`src/rtl/clkdiv_pkg.sv`:
```
// Package: clkdiv_pkg
// Shared constants, types and helper functions for the PLL output divider
// chain. Assumes the postscaler ratio is 2**select and the odd stage is fixed.
package clkdiv_pkg;
    localparam int SEL_W    = 2;                    // width of the ratio select
    localparam int ODD_DIV  = 3;                    // fixed odd divide ratio
    localparam int PRE_W    = (1 << SEL_W) - 1;     // bits to count up to 2**(2**SEL_W-1)-1
    localparam int PH_W     = $clog2(ODD_DIV);      // odd stage phase counter width
    localparam int SLOW_MIN = 2;                    // first select code unusable with USB

    typedef logic [SEL_W-1:0] sel_t;

    // Postscaler ratio for a select code.
    function automatic int ratio_of(sel_t s);
        return 1 << s;
    endfunction

    // Terminal count of the postscaler for a select code.
    function automatic logic [PRE_W-1:0] pre_last(sel_t s);
        return PRE_W'(ratio_of(s) - 1);
    endfunction
endpackage

```
`src/rtl/clkdiv_postscale.sv`:
```
// Module: clkdiv_postscale
// Power-of-two postscaler. Counts input cycles 0..N-1 with N = 2**sel and
// flags the last one. Assumes sel only changes when the count is at 0.
module clkdiv_postscale
    import clkdiv_pkg::*;
(
    input  logic             clk,
    input  logic             rst_n,
    input  sel_t             sel,
    output logic [PRE_W-1:0] cnt,
    output logic             tick
);
    // Last cycle of the current postscaler interval.
    always_comb tick = (cnt == pre_last(sel));

    // Postscaler count, wraps on tick.
    always_ff @(posedge clk) begin
        if (!rst_n)
            cnt <= '0;
        else if (tick)
            cnt <= '0;
        else
            cnt <= cnt + 1'b1;
    end
endmodule

```
`src/rtl/clkdiv_oddstage.sv`:
```
// Module: clkdiv_oddstage
// Fixed odd divider driven by the postscaler tick. Produces a registered
// system clock with its high phase first, a period-end flag, and a strobe
// every second period. Assumes sel is held for a full period.
module clkdiv_oddstage
    import clkdiv_pkg::*;
(
    input  logic             clk,
    input  logic             rst_n,
    input  sel_t             sel,
    input  logic             tick,
    input  logic [PRE_W-1:0] pre_cnt,
    output logic             wrap,
    output logic             sys_clk,
    output logic             instr_stb
);
    logic [PH_W-1:0] phase;
    logic            second;
    logic            high_now;

    // Period ends on the last postscaler cycle of the last phase.
    always_comb wrap = tick && (phase == PH_W'(ODD_DIV - 1));

    // High while the position in the period is below half its length.
    always_comb begin
        high_now = (int'(phase) * ratio_of(sel) + int'(pre_cnt))
                   < ((ODD_DIV * ratio_of(sel)) / 2);
    end

    // Phase count and period parity.
    always_ff @(posedge clk) begin
        if (!rst_n) begin
            phase  <= '0;
            second <= 1'b0;
        end else if (tick) begin
            phase  <= wrap ? '0 : phase + 1'b1;
            second <= wrap ? ~second : second;
        end
    end

    // Registered clock and strobe outputs.
    always_ff @(posedge clk) begin
        if (!rst_n) begin
            sys_clk   <= 1'b0;
            instr_stb <= 1'b0;
        end else begin
            sys_clk   <= high_now;
            instr_stb <= wrap && second;
        end
    end
endmodule

```
`src/rtl/clkdiv_usbhalf.sv`:
```
// Module: clkdiv_usbhalf
// Half-rate USB clock toggle and the registered flag for select codes that
// cannot run with USB enabled. Assumes usb_en is synchronous to clk.
module clkdiv_usbhalf
    import clkdiv_pkg::*;
(
    input  logic clk,
    input  logic rst_n,
    input  logic usb_en,
    input  sel_t sel_req,
    output logic usb_clk,
    output logic conflict
);
    // Toggle every cycle for a divide by two.
    always_ff @(posedge clk) begin
        if (!rst_n)
            usb_clk <= 1'b0;
        else
            usb_clk <= ~usb_clk;
    end

    // Flag slow settings requested while USB is on.
    always_ff @(posedge clk) begin
        if (!rst_n)
            conflict <= 1'b0;
        else
            conflict <= usb_en && (int'(sel_req) >= SLOW_MIN);
    end
endmodule

```
`src/rtl/pll_clk_divider.sv`:
```
// Module: pll_clk_divider
// Top of the divider chain behind the 96 MHz PLL. Holds the active select,
// which is taken from div_sel in reset and at each system period end.
// Assumes all inputs are synchronous to clk_in.
module pll_clk_divider
    import clkdiv_pkg::*;
(
    input  logic             clk_in,
    input  logic             rst_n,
    input  logic [SEL_W-1:0] div_sel,
    input  logic             usb_en,
    output logic             sys_clk,
    output logic             usb_clk,
    output logic             instr_stb,
    output logic             usb_conflict
);
    sel_t             sel_act;
    logic [PRE_W-1:0] pre_cnt;
    logic             pre_tick;
    logic             period_end;

    // Active select: loaded in reset and at period boundaries only.
    always_ff @(posedge clk_in) begin
        if (!rst_n || period_end)
            sel_act <= div_sel;
    end

    clkdiv_postscale u_post (
        .clk   (clk_in),
        .rst_n (rst_n),
        .sel   (sel_act),
        .cnt   (pre_cnt),
        .tick  (pre_tick)
    );

    clkdiv_oddstage u_odd (
        .clk       (clk_in),
        .rst_n     (rst_n),
        .sel       (sel_act),
        .tick      (pre_tick),
        .pre_cnt   (pre_cnt),
        .wrap      (period_end),
        .sys_clk   (sys_clk),
        .instr_stb (instr_stb)
    );

    clkdiv_usbhalf u_usb (
        .clk      (clk_in),
        .rst_n    (rst_n),
        .usb_en   (usb_en),
        .sel_req  (div_sel),
        .usb_clk  (usb_clk),
        .conflict (usb_conflict)
    );
endmodule

```
`config.mk`:
```
export PLATFORM = sky130hd
export DESIGN_NAME = pll_clk_divider
export DESIGN_NICKNAME = d
export VERILOG_FILES = /design/src/rtl/clkdiv_pkg.sv /design/src/rtl/clkdiv_postscale.sv /design/src/rtl/clkdiv_oddstage.sv /design/src/rtl/clkdiv_usbhalf.sv /design/src/rtl/pll_clk_divider.sv
export SDC_FILE = /design/constraint.sdc
export NUM_CORES = 1
export LEC_CHECK = 0
export BUFFER_PORTS_ARGS = -buffer_cell sky130_fd_sc_hd__clkbuf_2
export CAP_MARGIN = 20
export CORE_MARGIN = 4
export CORE_UTILIZATION = 57
export CTS_CLUSTER_DIAMETER = 150
export DETAILED_ROUTE_END_ITERATION = 8
export PLACE_DENSITY = 0.77
export SETUP_SLACK_MARGIN = 0.02
export SKIP_LAST_GASP = 1
export SYNTH_ARGS = -nofsm -noshare
export SYNTH_HDL_FRONTEND = slang
export SYNTH_HIERARCHICAL = 1
export SYNTH_SLANG_ARGS = --single-unit
```
`constraint.sdc`:
```
create_clock -name clk_in -period 4.1 [get_ports clk_in]
set_input_delay 0.615 -clock clk_in [delete_from_list [all_inputs] [get_ports clk_in]]
set_output_delay 0.615 -clock clk_in [all_outputs]
set_load 0.05 [all_outputs]
```
After elaboration in Yosys (flattened, before gate mapping). Index checks and enable logic that the tools add are counted.

Register bits: 12.

Add/sub/neg operators: 5. Multipliers: 2. $lt $le $gt $ge: 2. Equality and inequality tests: 2. Shifts and indexed selects: 1. Muxes and demuxes: 1. Bitwise logic cells: 4. Reductions and logical operators: 7.

Operators by type and width (count): $add 32x1->32 (1); $add 32x4->32 (1); $lt 32x32->1 (1); $mul 3x32->32 (1); $mul 3x32->32 const A (1); $shl 1x2->32 const A (1); $add 3x1->3 const B (1); $eq 3x3->1 (1); $logic_and 1x1->1 (3); $not 1->1 (3); $sub 3x2->3 const B (1); $add 2x1->2 const B (1); $eq 2x2->1 const B (1); $ge 2x2->1 const B (1); $mux 2 (1); $reduce_and 2->1 (1); $reduce_or 2->1 (1); $and 1x1->1 (1); $logic_not 1->1 (1); $logic_or 1x1->1 (1).

Longest topological paths before layout.
Depth after elaboration: 5. Depth in mapped cells: 13. Depth with buffers taken out: 13.

Hierarchy. Netlist, hierarchy kept.

By module, submodules not included: clkdiv_oddstage (times used 1, cells each 72, area each 680.7 um2); clkdiv_postscale (times used 1, cells each 18, area each 165.2 um2); pll_clk_divider (times used 1, cells each 3, area each 66.3 um2); clkdiv_usbhalf (times used 1, cells each 4, area each 55.1 um2).

Least setup slack after synthesis. No wires, ideal clock.

Kind: flip-flop to flip-flop. From: reg sel_act[0]. To: reg u_odd.sys_clk. Setup time: 0.116 ns. Data arrival time: 2.887 ns. Required time: 3.984 ns. Slack: 1.097 ns. Stages on the path, launching flop included: 14. Buffers on the path: 0. Path through: edfxtp_1 inv_1 ha_1 and2_2 ha_1 fa_1 ha_1 a21o_1 a21oi_1 xnor2_1 ha_1 o21ai_0 a21oi_1 nor3_1.

Cells in the longest elaborated chain, start to end: 5. Elaborated cells between the ends (all ways): 7. Those cells by class: add/sub: 2; mul: 2; order compare: 1; shift: 1; bitwise: 1.

Ends and longest elaborated chain: from (decl) (line pll_clk_divider.sv:17) `sel_t sel_act;`; from (signal assigned) (line pll_clk_divider.sv:25) `sel_act <= div_sel;`; $shl 1x2->32 (*) (line clkdiv_pkg.sv:15) `return 1 << s;`; $mul 3x32->32 (line clkdiv_oddstage.sv:27) `< ((ODD_DIV * ratio_of(sel)) / 2);`; $and 1x1->1 (no line); $add 32x1->32 (no line); $lt 32x32->1 (*) (line clkdiv_oddstage.sv:27); to (signal assigned) (line clkdiv_oddstage.sv:47) `sys_clk <= high_now;`; to (decl) (line clkdiv_oddstage.sv:14) `output logic sys_clk,`.

Mark *: on every way between the ends. The rest lies on a longest branch, timed or not. A chain may end at the register's enable or synchronous reset.

Worst setup path after layout. Same ends and word-level chain as after synthesis.

==> metrics.txt <==
R2R Path End=u_odd/sys_clk$_SDFF_PN0_; power per standard cell area=278 nW/um^2; share of the clock period used by the worst path=80.7%; warnings from Yosys=6; sink count of the clock tree=12; Total GRT Usage=14.4%; clock tree buffer depth=2; delay of the slowest cell on the worst path=540 ps; Synth Register Bits=12; area grow syn2layout=8.93%; leakage power=0.000571 uW; most area-consuming cells after synthesis=sky130_fd_sc_hd__ha_1 28%, sky130_fd_sc_hd__dfxtp_1 21%, sky130_fd_sc_hd__edfxtp_1 6.2%; post-synthesis instance total=97; number of synthesized flops with an enable pin=2; achievable frequency=0.302 GHz; cell at the slowest stage of the critical path=sky130_fd_sc_hd__fa_1; TritonCTS clock tree=yes; number of nets in the finished design=139; depth of the CTS H-tree=1; quantity of I/O buffers inserted on ports=8; max-slew violations=0; Hold/Removal Path Class=reg2reg; proportion of netlist area held by the largest area contributor=28.5%; multi-input gate area in the final layout=688 sq um; GR Overflow Total=0; CP dominant cell by count=sky130_fd_sc_hd__ha_1; clock root buffer master=sky130_fd_sc_hd__clkbuf_4; count leader, synth=sky130_fd_sc_hd__ha_1; list of cells traversed by the critical path=inv_1, ha_1, and2_2, ha_1, fa_1, ha_1, a21o_1, a21oi_1, xnor2_1, ha_1, o21ai_0, a21oi_1, nor3_1; starting utilization of the core area=62.0%; fraction of synthesis flops using an asynchronous set or reset pin=0%; post_cts resized=0; Core Box Area=1560 sq um; post-CTS repair timing setup buffer count=0; vias per std cell=5.58; count of fill cells added during filler insertion=134; Die Wd=49.2 um; worst endpoint required time=4250 ps; Yosys top cell by area=sky130_fd_sc_hd__ha_1; Post-Route WL=1600 um; end of the worst hold path=u_usb/usb_clk$_SDFF_PN0_; maximum clock skew at final layout=5.73 ps; number of placement rows=14; post-route DRC violation count=0; setup slack, reg-to-reg=790 ps; average routed wire per standard cell=12.8 um; count of endpoints failing hold in the final timing report=0; Post-Route Setup TNS=0 ps; estimated wirelength of the detail-placed design=1350 um; data arrival time of the critical path=3460 ps; Worst Reg-to-Reg Cells=13; Register Area=260 sq um; count of buffering cells on the critical path with inverters included=1; Top delay family on crit path=adder cells; Peak supply drop=0.213 mV; area of placed instances=1030 sq um; last weighted congestion value of the routability-driven placer=0.787; fin area=1050 sq um; share of layout cells above drive strength 1=16.5%; largest fanout of any net on the critical path=7; pin count of the biggest net entering global routing=11; number of maximum-capacitance constraint violations=0; most used flip-flop cell after synthesis=sky130_fd_sc_hd__dfxtp_1; type of the worst setup path=reg2reg; start point of the worst hold path=u_usb/usb_clk$_SDFF_PN0_; status=finished clean; remaining antenna violation count=0; ant diodes=0; Die Outline Area=2420 sq um; nature of the critical path startpoint=flip-flop; number of antenna violations at the first check in global routing=0; Synthesized Nets=126; Inserted Clock Buffers=3; actual slew at the worst max-slew pin=428 ps; post-synth cell types=33; sequential-to-total area share from yosys stat=26.9%; I/O pin total=9; die boundary height=49.2 um; vias in the first global route=650; cell types with the highest counts after synthesis=22 x sky130_fd_sc_hd__ha_1, 10 x sky130_fd_sc_hd__dfxtp_1, 6 x sky130_fd_sc_hd__and2_1; number of cells on the worst hold path=1; hold_buf cts=0; Final Setup Violations=0; worst relative slew slack=71.3%; worst flop-to-flop path startpoint=sel_act[0]$_DFFE_PP_; setup repair after global routing missed its margin=false; synthesized area divided by synthesized cell count=9.97 sq um; capturing element type of the critical path=flip-flop; Initial DRT Pass Iterations=4; clock-pin slew of the registers on the worst-case setup and hold paths=70 ps; Syn Std Cell Area=967 sq um; detailed router's first-iteration violation count=14; Via Count=697; wire length of the first global-routing pass=2750 um; Clk Latency, worst-skew pair=260 ps; final critical-path required period=3310 ps
## logic make-up after synthesis
family	count (synthesis)	synth area share [%]
AO/OA/AOI/OAI	13	8.41
XOR/XNOR	6	5.43
adder cells (fa/ha/maj)	24	32.6
buffers and inverters	5	1.94
flip-flops	12	26.9
multiplexers	1	1.03
AND/OR/NAND/NOR	36	23.7
## worst max-delay path by stage
| stage | depth (start not counted) | endpoint | slack, ps | start |
|---|---|---|---|---|
| after CTS | 13 | u_odd/sys_clk$_SDFF_PN0_ | 800 | sel_act[0]$_DFFE_PP_ |
| final | 13 | u_odd/sys_clk$_SDFF_PN0_ | 790 | sel_act[0]$_DFFE_PP_ |
| after global placement | 13 | u_odd/sys_clk$_SDFF_PN0_ | 930 | sel_act[0]$_DFFE_PP_ |
| after global routing | 13 | u_odd/sys_clk$_SDFF_PN0_ | 550 | sel_act[0]$_DFFE_PP_ |
| after detailed placement | 13 | u_odd/sys_clk$_SDFF_PN0_ | 820 | sel_act[0]$_DFFE_PP_ |
| after floorplan | 13 | u_odd/sys_clk$_SDFF_PN0_ | 1100 | sel_act[0]$_DFFE_PP_ |
## stage by stage
| stage | hold WS (ps) | utilization, % | setup WS, ps | instances | total power (uW) |
|---|---|---|---|---|---|
| 2_1_floorplan | 473 | - | 1100 | 97 | 202 |
| 3_3_place_gp | 412 | 65.9 | 928 | 121 | 219 |
| 3_5_place_dp | 414 | 65.9 | 820 | 121 | 223 |
| 4_1_cts | 432 | 67.6 | 799 | 125 | 298 |
| 5_1_grt | 454 | 67.6 | 555 | 125 | 317 |
| 6_report | 432 | 67.6 | 790 | 125 | 293 |
## registers in the layout, indices dropped and copies added (netlist names)
name and count:
u_post/cnt 3, u_odd/instr_stb 1, u_usb/usb_clk 1, u_odd/second 1, u_odd/phase 2, sel_act 2
u_usb/conflict 1, u_odd/sys_clk 1
## area by class of cell
cell class	count	area share [%]
Clock buffer	4	2.49
Inverter	5	1.78
Multi-Input combinational cell	80	65.3
Sequential cell	12	24.7
Tap cell	16	1.90
Timing Repair Buffer	8	3.80
## placed cells by master, fill, tap and decap left out, types with 3 or more instances in the layout
cell / Yosys / layout
sky130_fd_sc_hd__dfxtp_1: 10 / 10
sky130_fd_sc_hd__inv_1: 5 / 5
sky130_fd_sc_hd__clkbuf_4: 0 / 3
sky130_fd_sc_hd__clkbuf_2: 0 / 8
sky130_fd_sc_hd__xnor2_1: 3 / 3
sky130_fd_sc_hd__a21oi_1: 5 / 5
sky130_fd_sc_hd__ha_1: 22 / 22
sky130_fd_sc_hd__and2_1: 6 / 6
sky130_fd_sc_hd__xor2_1: 3 / 3
sky130_fd_sc_hd__nor2_1: 5 / 5
sky130_fd_sc_hd__nand2_1: 5 / 5
sky130_fd_sc_hd__and2_2: 4 / 4
## routing by layer
metal	track usage (%)	up-vias	part of all wire, %
met1	17.5	311	48
li1	-	370	-
met2	25.0	14	47
met5	0	-	0
met4	7.11	0	0.37
met3	1.22	2	4.5
## power by group
part           internal [uW]  switching (uW)
Combinational           34.8            44.6
Sequential               130            11.4
Clock                   37.6            34.8
Power figures use the tool's default switching activity.
